$ cat config.mk
export PLATFORM = sky130hd
export DESIGN_NAME = clkint_gen
export DESIGN_NICKNAME = d
export VERILOG_FILES = /design/src/rtl/clkint_pkg.sv /design/src/rtl/clkint_interval.sv /design/src/rtl/clkint_deadline.sv /design/src/rtl/clkint_flags.sv /design/src/rtl/clkint_gen.sv
export SDC_FILE = /design/constraint.sdc
export NUM_CORES = 1
export LEC_CHECK = 0
export ABC_AREA = 1
export ABC_CLOCK_PERIOD_IN_PS = 5350
export BUFFER_PORTS_ARGS = -buffer_cell sky130_fd_sc_hd__buf_2
export CAP_MARGIN = 20
export CORE_ASPECT_RATIO = 1.75
export CORE_MARGIN = 2
export CORE_UTILIZATION = 40
export DETAILED_ROUTE_END_ITERATION = 12
export GPL_TIMING_DRIVEN = 1
export SLEW_MARGIN = 20
export SYNTH_ARGS = -nofsm -noshare
export SYNTH_HDL_FRONTEND = slang
export SYNTH_SLANG_ARGS = --single-unit
$ cat constraint.sdc
create_clock -name clk -period 5.35 [get_ports clk]
set_input_delay 0.2675 -clock clk [delete_from_list [all_inputs] [get_ports clk]]
set_output_delay 0.2675 -clock clk [all_outputs]
set_load 0.05 [all_outputs]
$ cat src/rtl/clkint_pkg.sv
package clkint_pkg;

   localparam int FLAG_W   = 16;
   localparam int BIT_IRQ  = 7;
   localparam int BIT_PER  = 6;
   localparam int BIT_ALM  = 5;
   localparam int BIT_UPD  = 4;

   typedef enum logic [1:0] {
      DL_OFF   = 2'd0,
      DL_WAIT  = 2'd1,
      DL_CATCH = 2'd2
   } dl_state_t;

   typedef struct packed {
      logic [4:0] hr;
      logic [5:0] mn;
      logic [5:0] sc;
   } hms_t;

endpackage

$ cat src/rtl/clkint_interval.sv
module clkint_interval #(
   parameter int CNT_W         = 32,
   parameter int BASE_INTERVAL = 256,
   parameter int TICK_LOG2     = 6,
   parameter int MAX_LOG2      = 13,
   parameter int RATE_W        = 4,
   parameter int LIM_W         = 6
) (
   input  logic [RATE_W-1:0] rate_log2,
   input  logic              per_en,
   output logic [CNT_W-1:0]  interval,
   output logic [LIM_W-1:0]  limit
);

   localparam logic [CNT_W-1:0] BASE = CNT_W'(BASE_INTERVAL);

   int k;

   always_comb begin
      k = int'(rate_log2);
      if (k < 1)        k = 1;
      if (k > MAX_LOG2) k = MAX_LOG2;
   end

   generate
      if (MAX_LOG2 > TICK_LOG2) begin : g_fast
         always_comb begin
            if (k <= TICK_LOG2) begin
               limit    = LIM_W'(1) << (TICK_LOG2 - k);
               interval = BASE;
            end else begin
               limit    = LIM_W'(1);
               interval = per_en ? (BASE >> (k - TICK_LOG2)) : BASE;
            end
         end
      end else begin : g_slow
         always_comb begin
            limit    = LIM_W'(1) << (TICK_LOG2 - k);
            interval = BASE;
         end
      end
   endgenerate

endmodule

$ cat src/rtl/clkint_deadline.sv
module clkint_deadline
   import clkint_pkg::*;
#(
   parameter int CNT_W  = 32,
   parameter int LOST_W = 8
) (
   input  logic              clk,
   input  logic              rst_n,
   input  logic              any_en,
   input  logic [CNT_W-1:0]  count,
   input  logic [CNT_W-1:0]  interval,
   output logic              tick,
   output logic [LOST_W-1:0] lost,
   output logic              timer_on
);

   localparam logic [LOST_W-1:0] LOST_MAX = '1;

   dl_state_t         state;
   logic [CNT_W-1:0]  deadline;
   logic [CNT_W-1:0]  diff;
   logic [LOST_W-1:0] lost_acc;
   logic              reached;
   logic              behind;

   always_comb begin
      diff    = count - deadline;
      reached = ($signed(diff) >= 0);
      behind  = ($signed(diff) > 0);
   end

   always_ff @(posedge clk) begin
      if (!rst_n) begin
         state    <= DL_OFF;
         deadline <= '0;
         lost_acc <= '0;
         tick     <= 1'b0;
         lost     <= '0;
      end else begin
         tick <= 1'b0;
         if (!any_en) begin
            state <= DL_OFF;
         end else begin
            case (state)
               DL_OFF: begin
                  deadline <= count + interval;
                  state    <= DL_WAIT;
               end
               DL_WAIT: begin
                  if (reached) begin
                     deadline <= deadline + interval;
                     lost_acc <= '0;
                     state    <= DL_CATCH;
                  end
               end
               DL_CATCH: begin
                  if (behind) begin
                     deadline <= deadline + interval;
                     if (lost_acc != LOST_MAX) lost_acc <= lost_acc + 1'b1;
                  end else begin
                     tick  <= 1'b1;
                     lost  <= lost_acc;
                     state <= DL_WAIT;
                  end
               end
               default: state <= DL_OFF;
            endcase
         end
      end
   end

   assign timer_on = (state != DL_OFF);

endmodule

$ cat src/rtl/clkint_flags.sv
module clkint_flags
   import clkint_pkg::*;
#(
   parameter int LOST_W = 8,
   parameter int LIM_W  = 6
) (
   input  logic              clk,
   input  logic              rst_n,
   input  logic              tick,
   input  logic [LOST_W-1:0] lost,
   input  logic              upd_en,
   input  logic              alm_en,
   input  logic              per_en,
   input  logic [LIM_W-1:0]  limit,
   input  hms_t              now,
   input  hms_t              alarm,
   output logic              irq,
   output logic [FLAG_W-1:0] flags
);

   localparam int SUM_W = ((LOST_W > LIM_W) ? LOST_W : LIM_W) + 2;

   logic [LIM_W-1:0] per_cnt;
   logic [5:0]       last_sec;
   logic [SUM_W-1:0] per_sum;
   logic             upd_hit, alm_hit, per_hit;
   logic [FLAG_W-1:0] word;

   always_comb begin
      per_sum = SUM_W'(per_cnt) + SUM_W'(lost) + SUM_W'(1);
      upd_hit = upd_en && (now.sc != last_sec);
      alm_hit = alm_en && (now == alarm);
      per_hit = per_en && (per_sum >= SUM_W'(limit));
      word            = '0;
      word[15:8]      = 8'd1;
      word[BIT_IRQ]   = 1'b1;
      word[BIT_PER]   = per_hit;
      word[BIT_ALM]   = alm_hit;
      word[BIT_UPD]   = upd_hit;
   end

   always_ff @(posedge clk) begin
      if (!rst_n) begin
         per_cnt  <= '0;
         last_sec <= 6'h3F;
         irq      <= 1'b0;
         flags    <= '0;
      end else begin
         irq <= 1'b0;
         if (!per_en) per_cnt <= '0;
         if (tick) begin
            if (upd_hit) last_sec <= now.sc;
            if (per_en) per_cnt <= per_hit ? '0 : per_sum[LIM_W-1:0];
            if (upd_hit || alm_hit || per_hit) begin
               flags <= word;
               irq   <= 1'b1;
            end
         end
      end
   end

endmodule

$ cat src/rtl/clkint_gen.sv
module clkint_gen
   import clkint_pkg::*;
#(
   parameter int CNT_W         = 32,
   parameter int BASE_INTERVAL = 256,
   parameter int TICK_LOG2     = 6,
   parameter int MAX_LOG2      = 13,
   parameter int RATE_W        = 4,
   parameter int LOST_W        = 8
) (
   input  logic              clk,
   input  logic              rst_n,
   input  logic [CNT_W-1:0]  count_i,
   input  logic              upd_en_i,
   input  logic              alm_en_i,
   input  logic              per_en_i,
   input  logic [RATE_W-1:0] rate_log2_i,
   input  logic [4:0]        now_hr_i,
   input  logic [5:0]        now_min_i,
   input  logic [5:0]        now_sec_i,
   input  logic [4:0]        alm_hr_i,
   input  logic [5:0]        alm_min_i,
   input  logic [5:0]        alm_sec_i,
   output logic              irq_o,
   output logic [15:0]       flags_o,
   output logic [LOST_W-1:0] missed_o,
   output logic              timer_on_o
);

   localparam int LIM_W     = TICK_LOG2;
   localparam int FAST_STEP = (MAX_LOG2 > TICK_LOG2) ? (1 << (MAX_LOG2 - TICK_LOG2)) : 1;

   generate
      if (TICK_LOG2 < 1 || MAX_LOG2 < 1) begin : g_bad_log2
         $error("clkint_gen: rate exponents must be at least 1");
      end
      if ((BASE_INTERVAL % FAST_STEP) != 0 || (BASE_INTERVAL / FAST_STEP) < 2) begin : g_bad_base
         $error("clkint_gen: BASE_INTERVAL must divide into intervals of two or more steps");
      end
      if ((1 << RATE_W) <= MAX_LOG2) begin : g_bad_rate_w
         $error("clkint_gen: RATE_W too narrow for MAX_LOG2");
      end
      if (CNT_W < 2 || CNT_W > 62 || BASE_INTERVAL >= (64'd1 << (CNT_W - 1))) begin : g_bad_cnt
         $error("clkint_gen: CNT_W does not hold BASE_INTERVAL as a signed distance");
      end
   endgenerate

   logic              any_en;
   logic [CNT_W-1:0]  interval_w;
   logic [LIM_W-1:0]  limit_w;
   logic              tick_w;
   logic [LOST_W-1:0] lost_w;
   hms_t              now_w, alarm_w;

   assign any_en  = upd_en_i | alm_en_i | per_en_i;
   assign now_w   = '{hr: now_hr_i, mn: now_min_i, sc: now_sec_i};
   assign alarm_w = '{hr: alm_hr_i, mn: alm_min_i, sc: alm_sec_i};

   clkint_interval #(
      .CNT_W(CNT_W), .BASE_INTERVAL(BASE_INTERVAL), .TICK_LOG2(TICK_LOG2),
      .MAX_LOG2(MAX_LOG2), .RATE_W(RATE_W), .LIM_W(LIM_W)
   ) u_interval (
      .rate_log2 (rate_log2_i),
      .per_en    (per_en_i),
      .interval  (interval_w),
      .limit     (limit_w)
   );

   clkint_deadline #(.CNT_W(CNT_W), .LOST_W(LOST_W)) u_deadline (
      .clk      (clk),
      .rst_n    (rst_n),
      .any_en   (any_en),
      .count    (count_i),
      .interval (interval_w),
      .tick     (tick_w),
      .lost     (lost_w),
      .timer_on (timer_on_o)
   );

   clkint_flags #(.LOST_W(LOST_W), .LIM_W(LIM_W)) u_flags (
      .clk    (clk),
      .rst_n  (rst_n),
      .tick   (tick_w),
      .lost   (lost_w),
      .upd_en (upd_en_i),
      .alm_en (alm_en_i),
      .per_en (per_en_i),
      .limit  (limit_w),
      .now    (now_w),
      .alarm  (alarm_w),
      .irq    (irq_o),
      .flags  (flags_o)
   );

   assign missed_o = lost_w;

endmodule

Word level (Yosys, flattened, before mapping)
Cells that the tools add are included.
W data, S select, Z words.
{"block": "totals", "reg_bits": 68, "inputBits": 75, "out_inout_bits": 26, "wordCells": 76}
{"block": "op_classes", "addsub": 8, "n_lt_le_gt_ge": 6, "eq_ne": 9, "n_shift": 2, "mux": 21, "n_bitwise": 3, "n_reduce_logical": 18}
{"cell": "$mux W32", "n": 4}
{"cell": "$pmux W32 S3", "n": 1}
{"cell": "$add A32 B32 Y32", "n": 2}
{"cell": "$ge A32 B1 Y1 const B", "n": 1}
{"cell": "$gt A32 B1 Y1 const B", "n": 1}
{"cell": "$shl A1 B32 Y6 const A", "n": 1}
{"cell": "$shr A9 B32 Y32 const A", "n": 1}
{"cell": "$sub A32 B32 Y32", "n": 1}
{"cell": "$mux W6", "n": 5}
{"cell": "$mux W8", "n": 3}
{"cell": "$eq A17 B17 Y1", "n": 1}
{"cell": "$pmux W8 S2", "n": 1}
{"cell": "$add A10 B1 Y10 const B", "n": 1}
{"cell": "$ge A10 B6 Y1", "n": 1}
{"cell": "$reduce_and A2 Y1", "n": 5}
{"cell": "$add A6 B8 Y9", "n": 1}
{"cell": "$add A8 B1 Y8 const B", "n": 1}
{"cell": "$mux W4", "n": 2}
{"cell": "$ne A8 B8 Y1 const B", "n": 1}
{"cell": "$ne A2 B1 Y1 const B", "n": 3}
{"cell": "$ne A6 B6 Y1", "n": 1}
{"cell": "$pmux W2 S3", "n": 1}
{"cell": "$reduce_and A3 Y1", "n": 2}
{"cell": "$reduce_and A5 Y1", "n": 1}
{"cell": "18 further kinds", "n": 25}

Depth between registers and ports, before layout
Gate-level depths: netlist of the first run.
{"block": "depth", "depth_word": 12, "ltp_mapped": 26, "depth_no_buf": 26}

Modules after synthesis
From an unflattened synthesis of the first run, not the netlist that was laid out.
{"block": "unflattened", "hier_cells": 1652, "hier_area_um2": 9280.2}
{"mod": "clkint_deadline", "n_inst": 1, "cells_each": 1303, "area_per_inst_um2": 7103.1, "seq_area_each_um2": 1021.0}
{"mod": "clkint_flags", "n_inst": 1, "cells_each": 251, "area_per_inst_um2": 1597.8, "seq_area_each_um2": 340.3}
{"mod": "clkint_interval", "n_inst": 1, "cells_each": 95, "area_per_inst_um2": 568.0, "seq_area_each_um2": 0.0}
{"mod": "clkint_gen", "n_inst": 1, "cells_each": 3, "area_per_inst_um2": 11.3, "seq_area_each_um2": 0.0}

Worst setup path before layout of the first run
OpenSTA, ideal clock, no wires.
{"block": "synth_path", "path_type": "reg2reg", "start": "register u_deadline.state[0]", "end": "register u_deadline.deadline[27]", "setup_ps": 115, "t_arrival_ps": 3601, "required_time_ps": 5235, "path_slack_ps": 1634, "stages_incl_launch_ff": 25, "path_buffers": 5, "period_less_slack_ps": 3716, "cell_sequence": "dfxtp_1 -> inv_1 -> ha_1 -> buf_6 -> buf_6 -> buf_6 -> clkbuf_1 -> clkbuf_1 -> a21oi_1 -> ha_1 -> a21oi_1 -> nand2_1 -> nand4_1 -> nand2_1 -> a21boi_0 -> inv_1 -> nand2_1 -> nor2_2 -> nand2_1 -> nor2_1 -> xor2_1 -> inv_1 -> nand3_2 -> nand2_1 -> nor2_1"}
{"block": "synth_via", "elab_chain_cells": 3, "elab_cells_between_ends": 8, "classes_between": "eq/ne: 4; mux: 1; reduce/logical: 3"}
{"element": "start, declared", "line_no": "clkint_deadline.sv:19", "source": "dl_state_t state;"}
{"element": "start signal, assigned", "line_no": "clkint_deadline.sv:34", "source": "state <= DL_OFF;"}
{"element": "start signal, assigned", "line_no": "clkint_deadline.sv:42", "source": "state <= DL_OFF;"}
{"element": "start signal, assigned", "line_no": "clkint_deadline.sv:47", "source": "state <= DL_WAIT;"}
{"element": "$eq A2 B2 Y1 (tied with other cells)", "line_no": "clkint_deadline.sv:44", "source": "case (state)"}
{"element": "$ne A2 B1 Y1 (no line) / $reduce_bool A3 Y1 (equally long branches)"}
{"element": "$reduce_and A4 Y1 (no line)"}
{"element": "end signal, assigned", "line_no": "clkint_deadline.sv:46", "source": "deadline <= count + interval;"}
{"element": "end signal, assigned", "line_no": "clkint_deadline.sv:51", "source": "deadline <= deadline + interval;"}
{"element": "end signal, assigned", "line_no": "clkint_deadline.sv:58", "source": "deadline <= deadline + interval;"}
{"element": "end, declared", "line_no": "clkint_deadline.sv:20", "source": "logic [CNT_W-1:0] deadline;"}
Parallel ways exist; a longest one is shown, timed or not.
A chain may end at the register's enable or synchronous reset.

Worst setup path in the final report of the first run
{"block": "layout_path", "start": "input rate_log2_i[3]", "end": "register u_deadline.deadline[26]"}
{"block": "layout_via", "elab_chain_cells": 11, "elab_cells_between_ends": 14, "classes_between": "add/sub: 3; order compare: 3; shift: 1; mux: 7"}
{"element": "start, declared", "line_no": "clkint_gen.sv:17", "source": "input logic [RATE_W-1:0] rate_log2_i,"}
{"element": "$lt A4 B1 Y1", "line_no": "clkint_interval.sv:21", "source": "if (k < 1) k = 1;"}
{"element": "$mux W4 (*)", "line_no": "clkint_interval.sv:21"}
{"element": "$gt A4 B4 Y1", "line_no": "clkint_interval.sv:22", "source": "if (k > MAX_LOG2) k = MAX_LOG2;"}
{"element": "$mux W4 (*)", "line_no": "clkint_interval.sv:22"}
{"element": "$sub A4 B3 Y5", "line_no": "clkint_interval.sv:33", "source": "interval = per_en ? (BASE >> (k - TICK_LOG2)) : BASE;"}
{"element": "$shr A9 B32 Y32", "line_no": "clkint_interval.sv:33"}
{"element": "$mux W32", "line_no": "clkint_interval.sv:33"}
{"element": "$mux W32 (*)", "line_no": "clkint_interval.sv:28", "source": "if (k <= TICK_LOG2) begin"}
{"element": "$add A32 B32 Y32", "line_no": "clkint_deadline.sv:51, clkint_deadline.sv:58"}
{"element": "$mux W32 (on tied branches)", "line_no": "clkint_deadline.sv:57, clkint_deadline.sv:50"}
{"element": "$pmux W32 S3 (*)", "line_no": "clkint_deadline.sv:44"}
Mark *: on every way between the ends. The rest lies on a longest branch, timed or not. The select of a mux whose other input is x is not followed.

==> results of run 1 <==
worst max-delay path: cells and delay by family:
| family | cells | cell delay [ps] |
|---|---|---|
| adders and majority gates | 4 | 870 |
| buffers and inverters | 4 | 410 |
| xor gates and xnor gates | 1 | 150 |
| and+or+nand+nor | 14 | 1970 |
| AOI/OAI and AO/OA | 2 | 690 |
final timing paths:
path | startpoint | end | slack, ps | cells past startpoint
worst min-delay path | now_sec_i[0] | u_flags.last_sec[0] | 190 | 3
worst min register to register | u_flags.flags[6] | u_flags.flags[6] | 460 | 2
worst max register to register | u_deadline.state[0] | u_deadline.deadline[26] | 1460 | 18
worst max-delay path | rate_log2_i[3] | u_deadline.deadline[26] | 1270 | 25
sequential cells by signal, summed over array words and instances, names as in the netlist:
name and count:
u_flags.flags 4, u_flags.last_sec 6, u_flags.irq 1, u_deadline.state 2
u_deadline.lost 8, u_deadline.lost_acc 8, u_deadline.deadline 32, u_deadline.tick 1
u_flags.per_cnt 6
area by class of cell:
cell class,instances,area (um2),share of cell area
Clock buffer,9,225,0.0245
Clock inverter,7,115,0.0125
Inverter,277,1040,0.113
Multi-Input combinational cell,1059,5660,0.617
Sequential cell,68,1360,0.148
Tap cell,248,310,0.0338
Timing Repair Buffer,92,468,0.0510
layer usage:
layer | vias to the layer above | wire length (um) | track usage
met5 | - | 0 | 0
met4 | 0 | 1120 | 0.112
met3 | 56 | 512 | 0.0178
met2 | 153 | 12300 | 0.401
met1 | 3787 | 8890 | 0.210
li1 | 4586 | - | -
cells by family after synthesis:
family	Yosys count	synth area share
XOR/XNOR	59	0.0622
other	1	0.000452
flip-flops	68	0.164
AO/OA/AOI/OAI	156	0.104
adder cells (fa/ha/maj)	65	0.101
buffers and inverters	318	0.159
AND/OR/NAND/NOR	767	0.408
multiplexers	1	0.00121
cell usage after synthesis, types with 5 or more instances:
master,n
inv_1,271
dfxtp_1,68
nor2_1,174
buf_4,12
clkbuf_1,6
nand2_1,417
o211ai_1,6
a21oi_1,96
buf_6,9
nand4_1,27
nand2_2,9
nor4_1,10
o21ai_0,27
nor3_1,13
xnor2_1,20
nor2_2,5
xor2_1,39
nand3_2,31
buf_2,11
nand3_1,63
ha_1,62
power by group through the flow:
stage	clock, mW	sequential (mW)	combinational (mW)
floorplan	0	0.746	2.73
global placement	0	0.758	3.25
detailed placement	0	0.758	3.28
CTS	0.698	0.750	3.30
global route	0.720	0.771	3.75
finish	0.684	0.751	3.29
metrics by stage:
step	std cells	hold WS [ps]
floorplan	1445	398
global placement	1744	448
detailed placement	1744	453
CTS	1760	185
global route	1760	206
finish	1760	192
==> impl_metrics.json, run 1 <==
{
  "outcome": "complete, but fails checks",
  "violations": "design-rule violations",
  "powerDensity_nw_per_um2": 514,
  "most-common-layout-cells": "nand2_1 (417), inv_1 (271), nor2_1 (174)",
  "max-cap-violations": 0,
  "cts_max_level": 3,
  "setup.worst_path.start_class": "input port",
  "design_area_um2": 9180,
  "nets": 1647,
  "finalSetupTns_ps": 0,
  "swShare": 0.530,
  "fmaxAchievable_mhz": 245,
  "finalHoldViolCount": 0,
  "cts_inserted_buffers": 9,
  "synth_area_per_cell_um2": 5.79,
  "ys_ff_latch": 68,
  "clock_sinks": 68,
  "cts_root_buffer": "clkbuf_16",
  "vias": 8582,
  "area_growth_pct": 10.6,
  "core_region_area_um2": 20400,
  "utilization": 0.451,
  "post_cts_resized": 0,
  "synth_area_leaders": "nand2_1 (19%), dfxtp_1 (16%), inv_1 (12%)",
  "vdd.ir_drop.worst_v": 0.000294,
  "dieWidth_um": 113,
  "place_ws_ps": 911,
  "setup_ws_ps": 1270,
  "ioPinCount": 101,
  "cts_hold_buf": 0,
  "final-setup-viol-count": 0,
  "grt_overflow": 0,
  "crit_type": "in2reg",
  "diodes": 0,
  "n_fill_cell": 2257,
  "yosysWarnings": 0,
  "power_mw": 4.72,
  "grt_max_degree": 65,
  "seqPwrFrac": 0.159,
  "grt_usage": 0.206,
  "min-delay-path-class": "in2reg",
  "netlist_instances": 1435,
  "final_antenna_net_count": 0,
  "drtIter0Drc": 452,
  "crit_fanout": 7,
  "synth_top_flop_cell": "dfxtp_1",
  "yosys.area.top_type": "nand2_1",
  "final_common_cell": "nand2_1",
  "grt_pass1_vias": 7992,
  "slew_viol_final": 0,
  "avgRoutedWirePerCell_um": 13.0,
  "critPathRequiredTime_ps": 5620,
  "final_layout_size_suffix_gt1_frac": 0.114,
  "min_period_ps": 4080,
  "io_buffers": 89,
  "grt_pass1_wl_um": 36700,
  "drc": 3,
  "synth-edff-count": 0,
  "cts_tree": "done",
  "initial_core_util": 0.408,
  "fin_crit_sh": 0.763,
  "antenna_found_initial": 0,
  "fin_skew_ps": 11.3,
  "post_cts_buffers": 0,
  "num_rows": 69,
  "tightest_slew_ps": 1010,
  "synthArstFlopShare": 0,
  "p_clk_frac": 0.145,
  "synth_top_area_frac": 0.189,
  "routed_wl_um": 22800,
  "viasPerCell": 4.88,
  "synth_cell_types": 51,
  "max_stage_delay_ps": 450,
  "dieArea_um2": 22000,
  "first_pass_iters": 9,
  "die_y_um": 195,
  "p_comb_frac": 0.696,
  "seq_area_frac_synth": 0.164,
  "clk_pin_slew_ps": 60,
  "gp_congestion": 0.926,
  "clk_latency_ps": 340,
  "critPathCaptureType": "flop",
  "cpMaxStageDelayCell": "a21oi_1",
  "syn_area_um2": 8300,
  "p_sw_mw": 2.50,
  "grt_setup_unrepaired": "no",
  "slew_headroom": 0.325,
  "placed_cell_area_um2": 8840,
  "leakagePower_nw": 5.07,
  "clk_path_buf_depth": 2,
  "internal_power_mw": 2.22,
  "hpwl_um": 19000,
  "crit_top_cell": "nand3_1",
  "arrival_ps": 4350
}
No activity file was read; power rests on OpenSTA's default activity.
==> run 2, diff against run 1 <==
--- a/config.mk
+++ b/config.mk
@@ -6,7 +6,7 @@
 export NUM_CORES = 1
 export LEC_CHECK = 0
 export ABC_AREA = 1
-export ABC_CLOCK_PERIOD_IN_PS = 5350
+export ABC_CLOCK_PERIOD_IN_PS = 3780
 export BUFFER_PORTS_ARGS = -buffer_cell sky130_fd_sc_hd__buf_2
 export CAP_MARGIN = 20
 export CORE_ASPECT_RATIO = 1.75
==> constraint.sdc (replaced) <==
create_clock -name clk -period 3.78 [get_ports clk]
set_input_delay 0.189 -clock clk [delete_from_list [all_inputs] [get_ports clk]]
set_output_delay 0.189 -clock clk [all_outputs]
set_load 0.05 [all_outputs]
==> impl_metrics.json, run 2 (same netlist as run 1, synthesis figures left out) <==
{
  "drtIter0Drc": 355,
  "tightest_slew_ps": 632,
  "grt_overflow": 0,
  "drc": 3,
  "setup_ws_ps": 288,
  "clock_sinks": 68,
  "grt_max_degree": 50,
  "min_period_ps": 3490,
  "crit_top_cell": "nand2_1",
  "hpwl_um": 19800,
  "die_y_um": 195,
  "leakagePower_nw": 5.17,
  "final-setup-viol-count": 0,
  "final_layout_size_suffix_gt1_frac": 0.127,
  "place_ws_ps": -20.0,
  "setup.worst_path.start_class": "flop",
  "first_pass_iters": 9,
  "grt_pass1_wl_um": 38400,
  "slew_headroom": 0.574,
  "clk_latency_ps": 340,
  "fin_skew_ps": 7.53,
  "final_antenna_net_count": 0,
  "ioPinCount": 101,
  "routed_wl_um": 23500,
  "design_area_um2": 9370,
  "min-delay-path-class": "in2reg",
  "grt_pass1_vias": 8269,
  "arrival_ps": 3760,
  "reg_top3": "u_deadline.deadline: 32 flops, u_deadline.lost: 8 flops, u_deadline.lost_acc: 8 flops",
  "clk_pin_slew_ps": 60,
  "slew_viol_final": 0,
  "core_region_area_um2": 20400,
  "n_fill_cell": 2268,
  "dieArea_um2": 22000,
  "wl_met3_um": 550,
  "diodes": 0,
  "cpMaxStageDelayCell": "fa_1",
  "num_rows": 69,
  "hold_slack_ps": 116,
  "largest_reg_flops": 32,
  "gp_congestion": 0.977,
  "final_common_cell": "nand2_1",
  "top_layer": "met4",
  "cts_tree": "done",
  "crit_type": "reg2reg",
  "critPathRequiredTime_ps": 4040,
  "area_growth_pct": 12.8,
  "placed_cell_area_um2": 8990,
  "vdd.ir_drop.worst_v": 0.000343,
  "fmaxAchievable_mhz": 286,
  "regMostFlops": "u_deadline.deadline",
  "finalHoldViolCount": 0,
  "antenna_found_initial": 0,
  "violations": "design-rule violations",
  "most-common-layout-cells": "nand2_1 (415), inv_1 (271), nor2_1 (174)",
  "wl_met1_um": 8980,
  "cts_max_level": 3,
  "max_stage_delay_ps": 410,
  "viasPerCell": 4.91,
  "max-cap-violations": 0,
  "crit_family": "simple AND/OR/NAND/NOR gates",
  "cts_root_buffer": "clkbuf_16",
  "io_buffers": 89,
  "fin_crit_sh": 0.924,
  "grt_usage": 0.216,
  "critPathCaptureType": "flop",
  "critPathBufInv": 2,
  "powerDensity_nw_per_um2": 733,
  "dr_wl_met2_um": 12800,
  "cp_cell_sequence": "ha_1 > fa_1 > nand3_1 > nand2_1 > nand2_1 > nand2_1 > nor4_2 > buf_4 > xor2_1 > inv_1 > ha_1 > nand2_1 > nor2_1 > a2111oi_2 > nand3_1 > nand2_2 > nand2_1 > nand2_2 > nand2_1 > a21oi_1",
  "crit_fanout": 5,
  "avgRoutedWirePerCell_um": 13.2,
  "cts_inserted_buffers": 9,
  "vias": 8725,
  "grt_setup_unrepaired": "yes",
  "initial_core_util": 0.408,
  "dieWidth_um": 113,
  "clk_path_buf_depth": 2,
  "outcome": "complete, but fails checks",
  "nets": 1664
}
## run 2: cell count changes in the layout (fill, tap and decap cells not counted), moves of 2 or more
| cell | change |
|---|---|
| buf_4 | +15 |
| buf_12 | +2 |
| nand2_1 | -2 |
| nand2_2 | +2 |
## run 2: cell type report
class                   instances  area [um2]  share of cell area
repair buffers                109         621              0.0663
flip-flops and latches         68        1360               0.145
multi-input cells            1059        5680               0.607
inverters                     277        1040               0.111
clock inverters                 6         111              0.0119
well taps                     248         310              0.0331
clock buffers                  10         239              0.0255
## run 2: stage by stage
step                      TNS, ps  total power [mW]  instances   util
after CTS                       0              6.89       1777  0.459
after global placement          0              5.82       1761  0.441
after detailed placement    -39.1              5.86       1761  0.441
final                           0              6.87       1777  0.460
after global routing         -177              7.60       1777  0.460
after floorplan                 0              4.92       1445      -
## run 2: power by group
part	switching (mW)	internal, mW	total (mW)
clock network	0.335	0.662	0.997
registers	0.143	0.924	1.07
logic	3.12	1.68	4.80
total	3.60	3.27	6.87
## run 2: worst reg2reg max path: cells and delay by family (launching register included)
family                     cells  cell delay, ps
and+or+nand+nor               12            1300
adders and majority gates      3             980
xor gates and xnor gates       1             170
AOI/OAI and AO/OA              2             410
buffers and inverters          2             220
DFF                            1             330
## run 2: worst paths after layout
kind	from	end	slack (ps)	cells after the start
worst max-delay path	u_deadline.lost[0]	u_flags.flags[6]	290	20
worst min register to register	u_flags.flags[5]	u_flags.flags[5]	460	2
worst min-delay path	now_sec_i[5]	u_flags.last_sec[5]	120	3
worst max register to register	u_deadline.lost[0]	u_flags.flags[6]	290	20
## run 2: per-layer routing
layer / track usage / vias up
met3: 0.0171 / 58
met5: 0 / -
met2: 0.424 / 171
met1: 0.218 / 3870
met4: 0.117 / 0
li1: - / 4626
## run 2: what timing repair did
action | 4_1_cts | 5_1_grt
resized for setup | 0 | 7
endpoints found under the setup margin | 0 | 11
hold buffers | 0 | 0
buffers inserted | 0 | 0
